### config.mk
export PLATFORM = sky130hd
export DESIGN_NAME = manchester_cdr
export DESIGN_NICKNAME = d
export VERILOG_FILES = /design/src/rtl/mcdr_pkg.sv /design/src/rtl/mcdr_sync.sv /design/src/rtl/mcdr_edge.sv /design/src/rtl/mcdr_gap.sv /design/src/rtl/mcdr_decide.sv /design/src/rtl/manchester_cdr.sv
export SDC_FILE = /design/constraint.sdc
export NUM_CORES = 1
export LEC_CHECK = 0
export ABC_AREA = 1
export BUFFER_PORTS_ARGS = -buffer_cell sky130_fd_sc_hd__clkbuf_2
export CORE_UTILIZATION = 40
export DETAILED_ROUTE_END_ITERATION = 8
export GPL_ROUTABILITY_DRIVEN = 0
export PLACE_DENSITY_LB_ADDON = 0.3
export SLEW_MARGIN = 30
export SYNTH_ARGS = -nofsm -noshare
export SYNTH_HDL_FRONTEND = slang
export SYNTH_SLANG_ARGS = --single-unit
### constraint.sdc
create_clock -name clk_i -period 3.45 [get_ports clk_i]
set_input_delay 0.345 -clock clk_i [delete_from_list [all_inputs] [get_ports clk_i]]
set_output_delay 0.345 -clock clk_i [all_outputs]
set_load 0.03 [all_outputs]
### src/rtl/mcdr_pkg.sv
package mcdr_pkg;
  typedef enum logic [1:0] {
    ST_IDLE = 2'd0,
    ST_ACQ  = 2'd1,
    ST_LOCK = 2'd2
  } mcdr_state_e;
endpackage

### src/rtl/mcdr_sync.sv
module mcdr_sync #(
  parameter int STAGES = 2
) (
  input  logic clk_i,
  input  logic rst_ni,
  input  logic d_i,
  output logic q_o
);
  logic [STAGES-1:0] sr_q;

  always_ff @(posedge clk_i or negedge rst_ni) begin
    if (!rst_ni) sr_q <= '0;
    else         sr_q <= {sr_q[STAGES-2:0], d_i};
  end

  assign q_o = sr_q[STAGES-1];
endmodule

### src/rtl/mcdr_edge.sv
module mcdr_edge (
  input  logic clk_i,
  input  logic rst_ni,
  input  logic level_i,
  output logic edge_o
);
  logic prev_q;

  always_ff @(posedge clk_i or negedge rst_ni) begin
    if (!rst_ni) prev_q <= 1'b0;
    else         prev_q <= level_i;
  end

  assign edge_o = level_i ^ prev_q;
endmodule

### src/rtl/mcdr_gap.sv
module mcdr_gap #(
  parameter int TIMEOUT = 16,
  parameter int CW      = 5
) (
  input  logic          clk_i,
  input  logic          rst_ni,
  input  logic          edge_i,
  output logic          timeout_o,
  output logic [CW-1:0] quiet_o
);
  localparam logic [CW-1:0] LimC = CW'(TIMEOUT);
  localparam logic [CW-1:0] SatC = '1;

  logic [CW-1:0] quiet_q;

  // clocks elapsed since the last transition, saturating
  always_ff @(posedge clk_i or negedge rst_ni) begin
    if (!rst_ni)              quiet_q <= '0;
    else if (edge_i)          quiet_q <= CW'(1);
    else if (quiet_q != SatC) quiet_q <= quiet_q + CW'(1);
  end

  assign timeout_o = !edge_i && (quiet_q > LimC);
  assign quiet_o   = quiet_q;
endmodule

### src/rtl/mcdr_decide.sv
module mcdr_decide
  import mcdr_pkg::*;
#(
  parameter int MIN_P  = 5,
  parameter int MAX_P  = 12,
  parameter int NOM_P  = 8,
  parameter int CW     = 5,
  parameter bit INVERT = 1'b0
) (
  input  logic clk_i,
  input  logic rst_ni,
  input  logic edge_i,
  input  logic level_i,
  input  logic timeout_i,
  output logic bit_o,
  output logic valid_o,
  output logic lock_o
);
  localparam logic [CW-1:0] MinC = CW'(MIN_P);
  localparam logic [CW-1:0] MaxC = CW'(MAX_P);
  localparam logic [CW-1:0] NomC = CW'(NOM_P);
  localparam logic [CW-1:0] SatC = '1;

  mcdr_state_e   state_q, state_d;
  logic [CW-1:0] mid_q, period_q, gate, spacing;
  logic          accept, bit_q, valid_q;

  // ceil(3/4 of learned period)
  assign gate = CW'((32'(period_q) * 3 + 3) >> 2);

  always_comb begin
    if (mid_q > MaxC)      spacing = MaxC;
    else if (mid_q < MinC) spacing = MinC;
    else                   spacing = mid_q;
  end

  always_comb begin
    accept  = 1'b0;
    state_d = state_q;
    unique case (state_q)
      ST_IDLE: begin
        accept = edge_i;
        if (edge_i) state_d = ST_ACQ;
      end
      ST_ACQ: begin
        if (timeout_i) state_d = ST_IDLE;
        else if (edge_i && mid_q >= MinC) begin
          accept  = 1'b1;
          state_d = ST_LOCK;
        end
      end
      ST_LOCK: begin
        if (timeout_i) state_d = ST_IDLE;
        else accept = edge_i && (mid_q >= gate);
      end
      default: state_d = ST_IDLE;
    endcase
  end

  always_ff @(posedge clk_i or negedge rst_ni) begin
    if (!rst_ni) begin
      state_q  <= ST_IDLE;
      mid_q    <= '0;
      period_q <= NomC;
      bit_q    <= 1'b0;
      valid_q  <= 1'b0;
    end else begin
      state_q <= state_d;
      valid_q <= accept;
      if (accept)              mid_q <= CW'(1);
      else if (mid_q != SatC)  mid_q <= mid_q + CW'(1);
      if (accept && state_q != ST_IDLE) period_q <= spacing;
      if (accept)              bit_q <= level_i ^ INVERT;
    end
  end

  assign bit_o   = bit_q;
  assign valid_o = valid_q;
  assign lock_o  = (state_q != ST_IDLE);


  valid_pulse_chk: assert property (@(posedge clk_i) disable iff (!rst_ni)
    valid_q |=> !valid_q);


  period_range_chk: assert property (@(posedge clk_i) disable iff (!rst_ni)
    (state_q == ST_LOCK) |-> (period_q >= MinC && period_q <= MaxC));
endmodule

### src/rtl/manchester_cdr.sv
module manchester_cdr #(
  parameter int NOM_RATIO   = 8,
  parameter int MIN_RATIO   = 5,
  parameter int MAX_RATIO   = 12,
  parameter int TIMEOUT     = 16,
  parameter int SYNC_STAGES = 2,
  parameter bit INVERT      = 1'b0
) (
  input  logic clk_i,
  input  logic rst_ni,
  input  logic line_i,
  output logic bit_o,
  output logic valid_o,
  output logic lock_o
);
  localparam int CW = $clog2(((TIMEOUT > MAX_RATIO) ? TIMEOUT : MAX_RATIO) + 2);
  localparam logic [CW-1:0] LimC = CW'(TIMEOUT);

  logic          level_w, edge_w, timeout_w;
  logic [CW-1:0] quiet_w;

  mcdr_sync #(.STAGES(SYNC_STAGES)) i_sync (
    .clk_i(clk_i), .rst_ni(rst_ni), .d_i(line_i), .q_o(level_w)
  );

  mcdr_edge i_edge (
    .clk_i(clk_i), .rst_ni(rst_ni), .level_i(level_w), .edge_o(edge_w)
  );

  mcdr_gap #(.TIMEOUT(TIMEOUT), .CW(CW)) i_gap (
    .clk_i(clk_i), .rst_ni(rst_ni), .edge_i(edge_w),
    .timeout_o(timeout_w), .quiet_o(quiet_w)
  );

  mcdr_decide #(
    .MIN_P(MIN_RATIO), .MAX_P(MAX_RATIO), .NOM_P(NOM_RATIO),
    .CW(CW), .INVERT(INVERT)
  ) i_decide (
    .clk_i(clk_i), .rst_ni(rst_ni), .edge_i(edge_w), .level_i(level_w),
    .timeout_i(timeout_w), .bit_o(bit_o), .valid_o(valid_o), .lock_o(lock_o)
  );


  strobe_locked_chk: assert property (@(posedge clk_i) disable iff (!rst_ni)
    valid_o |-> lock_o);


  lock_rise_chk: assert property (@(posedge clk_i) disable iff (!rst_ni)
    $rose(lock_o) |-> valid_o);


  lock_drop_chk: assert property (@(posedge clk_i) disable iff (!rst_ni)
    $fell(lock_o) |-> ($past(quiet_w) > LimC));
endmodule

## Word level (Yosys, flattened, before mapping)

Cells that the tools add are included.

| word-level totals | value |
|---|---|
| register bits | 22 |
| latch bits | 0 |
| memory bits (writable) | 0 |
| bits in read-only memories | 0 |
| logic and storage cells | 50 |
| memories kept | 0 |

| cells by class | value |
|---|---|
| add/sub/neg operators | 3 |
| multipliers | 1 |
| div/mod/pow operators | 0 |
| $lt $le $gt $ge | 5 |
| eq/ne operators | 7 |
| shifts and indexed selects | 0 |
| multiplexer cells | 15 |
| bitwise operators | 1 |
| reduce and logical (&&, ||, !) cells | 10 |

Operators by type and width:

| cell | number |
|---|---|
| $mux W5 | 6 |
| $add A5 B1 Y5 const B | 2 |
| $ne A5 B5 Y1 const B | 2 |
| $mux W2 | 4 |
| $add A7 B2 Y7 const B | 1 |
| $mul A5 B2 Y7 const B | 1 |
| $pmux W2 S3 | 1 |
| $reduce_bool A2 Y1 | 3 |
| $ge A5 B3 Y1 const B | 1 |
| $ge A5 B5 Y1 | 1 |
| $gt A5 B4 Y1 const B | 1 |
| $gt A5 B5 Y1 const B | 1 |
| $lt A5 B3 Y1 const B | 1 |
| $logic_and A1 B1 Y1 | 4 |
| $ne A2 B1 Y1 const B | 2 |
| $mux W1 | 3 |
| $ne A3 B1 Y1 const B | 1 |
| $pmux W1 S3 | 1 |
| $reduce_and A3 Y1 | 1 |
| $eq A2 B1 Y1 const B | 1 |
| $eq A2 B2 Y1 const B | 1 |
| $logic_not A2 Y1 | 1 |
| $logic_not A1 Y1 | 1 |
| $xor A1 B1 Y1 | 1 |

## Longest topological paths before layout

| depth | value |
|---|---|
| depth in word-level cells | 7 |
| mapped depth | 16 |
| gate-level depth less buffers | 16 |

## Cells and area by module

A second synthesis with hierarchy kept.

| second synthesis, totals | value |
|---|---|
| cell total of the unflattened synthesis | 180 |
| area total of the unflattened synthesis | 1495.2 um2 |

Modules (own cells, without submodules):

| module | instances | cells an instance | area each (um2) |
|---|---|---|---|
| mcdr_decide | 1 | 136 | 1111.1 |
| mcdr_gap | 1 | 36 | 290.3 |
| mcdr_sync | 1 | 2 | 50.0 |
| mcdr_edge | 1 | 6 | 43.8 |

## Worst setup path after synthesis

Ideal clock, no wire load.

| timing path | value |
|---|---|
| path kind | reg2reg |
| start point | reg i_decide.period_q[3] |
| end point | reg i_decide.bit_q (netlist: i_decide.bit_o) |
| library setup time | 0.117 ns |
| arrival | 2.467 ns |
| path slack | 0.866 ns |
| stages on the path, launching flop included | 14 |
| path buffers | 0 |
| cells stage by stage | dfstp_2 ha_1 ha_1 a21oi_1 o21ai_0 a21o_1 a21oi_1 ha_1 a211oi_1 nand2_1 nand2_1 nand2_4 nand2_1 nand2_1 |

| on the way | value |
|---|---|
| longest elaborated chain between the ends | 6 |

Ends and longest elaborated chain:

| element | RTL line | source |
|---|---|---|
| start, declared | mcdr_decide.sv:25 | `logic [CW-1:0] mid_q, period_q, gate, spacing;` |
| start signal, assigned | mcdr_decide.sv:64 | `period_q <= NomC;` |
| start signal, assigned | mcdr_decide.sv:72 | `if (accept && state_q != ST_IDLE) period_q <= spacing;` |
| $mul A5 B2 Y7 | mcdr_decide.sv:29 | `assign gate = CW'((32'(period_q) * 3 + 3) >> 2);` |
| $add A7 B2 Y7 | mcdr_decide.sv:29 |  |
| $ge A5 B5 Y1 | mcdr_decide.sv:54 | `else accept = edge_i && (mid_q >= gate);` |
| $logic_and A1 B1 Y1 | mcdr_decide.sv:54 |  |
| $mux W1 | mcdr_decide.sv:53 | `if (timeout_i) state_d = ST_IDLE;` |
| $pmux W1 S3 | mcdr_decide.sv:40 | `unique case (state_q)` |
| net i_decide.accept | mcdr_decide.sv:26 | `logic accept, bit_q, valid_q;` |
| end signal, assigned | mcdr_decide.sv:73 | `if (accept) bit_q <= level_i ^ INVERT;` |
| end, declared | mcdr_decide.sv:26 |  |

The timed path passes the listed nets, and every way through them passes these cells.
A chain may end at the register's enable or synchronous reset.

## Final worst setup path

Same ends and word-level chain as after synthesis.

==> results_dict.tcl <==
set metrics [dict create \
    routedWlPerCell_um 11.42 \
    initial_core_util 0.4282 \
    fin_cells 230 \
    die_y_um 62.47 \
    layout_min_cycle_time_ns 2.832 \
    insertion_delay_ns 0.30 \
    vdd.ir_drop.worst_mv 0.4590 \
    via_count_of_the_first_global_routing_pass 1133 \
    yosys.cell_types.count 24 \
    grt_remaining_overflow 0 \
    cts-root-buf "clkbuf_4" \
    syn_nets 196 \
    post_cts.resized_instances 0 \
    placement_rows 21 \
    timing.critical_path.slowest_stage_cell "dfstp_2" \
    num-nets-final 207 \
    final_routed_wirelength_across_all_metal_layers_mm 2.627 \
    critical_path_class "flip-flop to flip-flop" \
    leakage_uw 0.0008265 \
    dp.final_hpwl_mm 2.069 \
    path_max_fanout 6 \
    synthCells 174 \
    design.die.area_um2 3903 \
    clock_tree.htree_level_count 1 \
    remaining_drc_errors 0 \
    synth_area_per_cell_um2 8.406 \
    vias_per_cell 4.878 \
    io_pins 6 \
    ant_nets_after_route 0 \
    clock_pin_slew_on_the_worst_setup_and_hold_paths_ns 0.12 \
    wire_length_of_the_first_global_routing_pass_mm 4.767 \
    netlist.area_leader.share 0.3593 \
    edff_count_synth 0 \
    clock_sink_count 22 \
    power_per_cell_area_nw_per_um2 907.3 \
    clock_path_buffers 2 \
    critPathArrivalTime_ns 3.04 \
    synth-warning-count 0 \
    timing.reg2reg.setup_slack_ns 0.62 \
    tritoncts.num_buffers 3 \
    max_clock_skew_ns 0.001093 \
    totalPowerFinal_uw 1459 \
    fmax_mhz 353.1 \
    drt-initial-drc-count 33 \
    synth_top_flop_cell "dfrtp_1" \
    worst_path_most_repeated_cell "nand2_1" \
    synthMostInstantiatedCell "nand2_1" \
    dpl.cell_count 225 \
    unrepaired_setup_endpoints_after_global_routing "no" \
    largest_net_degree_at_the_start_of_global_routing 23 \
    cpPeakStageDelay_ns 0.58 \
    via_count 1122 \
    maxCapViolations 0 \
    fillerInstances 334 \
    synth-async-reset-ratio 1.000 \
    antenna_found_initial 0 \
    report.final.slew_viol_count 0 \
    syn2layout_area_growth_pct 9.923 \
    layout-drive-gt1-share 0.1304 \
    clock_tree_from_tritoncts "done" \
    synth-seq-cells 22 \
    run_status "complete, no violations" \
    worstMarginPinSlew_ns 0.5321 \
    synth_top_area_cell "dfrtp_1" \
    placement.io_buffers 5 \
    synth_top_cells_by_area "dfrtp_1, ha_1, nand2_1" \
    hold_path.class "input port to flip-flop" \
    grt_use_total 0.1533 \
    die_w_um 62.47 \
    relSlewSlack 0.6452 \
    antenna-diode-count 0 \
    worst_setup_path_end_kind "flip-flop" \
    worst_setup_path_start_kind "flip-flop" \
    synth_common_cells "nand2_1, inv_1, dfrtp_1" \
    report.final.hold_viol_count 0 \
    timing.final.setup_violations 0 \
    firstDrtPassIters 4 \
    timing.final.crit_share 0.8210 \
    finalSetupTns_ns 0 \
    synth.cell_area_um2 1463 \
    worst_endpoint_required_time_ns 3.66 \
    placeableCoreArea_um2 3416 \
    seq_area_frac_synth 0.3772 \
    cp_cell_sequence "ha_1 -> ha_1 -> a21oi_1 -> o21ai_0 -> a21o_1 -> a21oi_1 -> ha_1 -> a211oi_1 -> nand2_1 -> nand2_1 -> nand2_4 -> nand2_1 -> nand2_1" \
]
## layer usage
layer	wire length, µm	track usage	up-vias	part of all wire
li1	-	-	584	-
met1	1264	0.1956	519	0.48
met2	1250	0.2500	15	0.48
met3	57	0.02737	4	0.022
met4	54	0.07267	0	0.021
met5	0	0	-	0
## metrics by stage
step	util	setup WS (ns)	hold WS, ns	area (µm²)
2_1_floorplan	-	0.8656	0.04941	1463
3_3_place_gp	0.4524	0.7551	0.3443	1545
3_5_place_dp	0.4524	0.6385	0.3490	1545
4_1_cts	0.4707	0.6188	0.1303	1608
5_1_grt	0.4707	0.4983	0.1262	1608
6_report	0.4707	0.6176	0.1404	1608
## area by class of cell
cell class | instances | area, µm² | area share
Multi-Input combinational cell | 124 | 805.8 | 0.5012
Inverter | 28 | 105.1 | 0.06537
Clock inverter | 1 | 30.03 | 0.01868
Sequential cell | 22 | 551.8 | 0.3432
Timing Repair Buffer | 6 | 35.03 | 0.02179
Clock buffer | 3 | 22.52 | 0.01401
Tap cell | 46 | 57.56 | 0.03580
## sequential cells by signal, summed over array words and instances (netlist names)
name,flops
i_decide.state_q,2
i_gap.quiet_o,5
i_decide.valid_o,1
i_decide.period_q,5
i_sync.sr_q,2
i_decide.bit_o,1
i_decide.mid_q,5
i_edge.prev_q,1
## worst max-delay path, delay by kind of cell, from the launching register on
| kind | cells | cell delay (ns) |
|---|---|---|
| compound gates | 5 | 0.86 |
| fa+ha+maj | 3 | 0.87 |
| flops | 1 | 0.58 |
| simple gates | 5 | 0.42 |
## cell families after synthesis
group                    synth area share
AO/OA/AOI/OAI                     0.08725
XOR/XNOR                          0.04106
adder cells (fa/ha/maj)            0.1625
buffers and inverters             0.07186
flip-flops                         0.3772
AND/OR/NAND/NOR                    0.2601
## worst paths after layout
kind | from | endpoint | cells past startpoint
worst min register to register | i_sync.sr_q[0]$_DFF_PN0_ | i_sync.sr_q[1]$_DFF_PN0_ | 0
worst min-delay path | line_i | i_sync.sr_q[0]$_DFF_PN0_ | 1
max in group asynchronous | rst_ni | i_decide.period_q[3]$_DFFE_PN1P_ | 2
worst max register to register | i_decide.period_q[3]$_DFFE_PN1P_ | i_decide.bit_o$_DFFE_PN0P_ | 13
worst max-delay path | i_decide.period_q[3]$_DFFE_PN1P_ | i_decide.bit_o$_DFFE_PN0P_ | 13
min in group asynchronous | rst_ni | i_decide.valid_o$_DFF_PN0_ | 2
## power by group
part           internal [µW]  switching [µW]
Sequential               338            90.0
Clock                    117            74.6
Combinational            319             520
## cell usage in the layout (no fill, tap or decap)
cell type,count
xnor2_1,4
dfstp_2,1
nand2_1,39
dlygate4sd3_1,1
clkbuf_4,3
a21o_1,1
inv_1,27
or2_2,1
nand3_1,12
bufinv_16,1
nor2_2,1
a31oi_1,2
a21oi_1,7
a211oi_1,1
a21oi_2,4
xor2_1,1
nand2_4,2
o21ai_0,6
nand2_2,1
nand4_1,1
clkbuf_2,5
ha_1,19
nor2_1,13
inv_2,1
dfrtp_1,21
nor3_1,5
xnor2_2,1
nand3_4,3
## timing repair
item                                   in CTS  in global routing
hold buffers                                1                  0
buffers inserted                            0                  0
endpoints found under the hold margin      12                  0
Note: power is estimated with default switching activity, not from simulation.
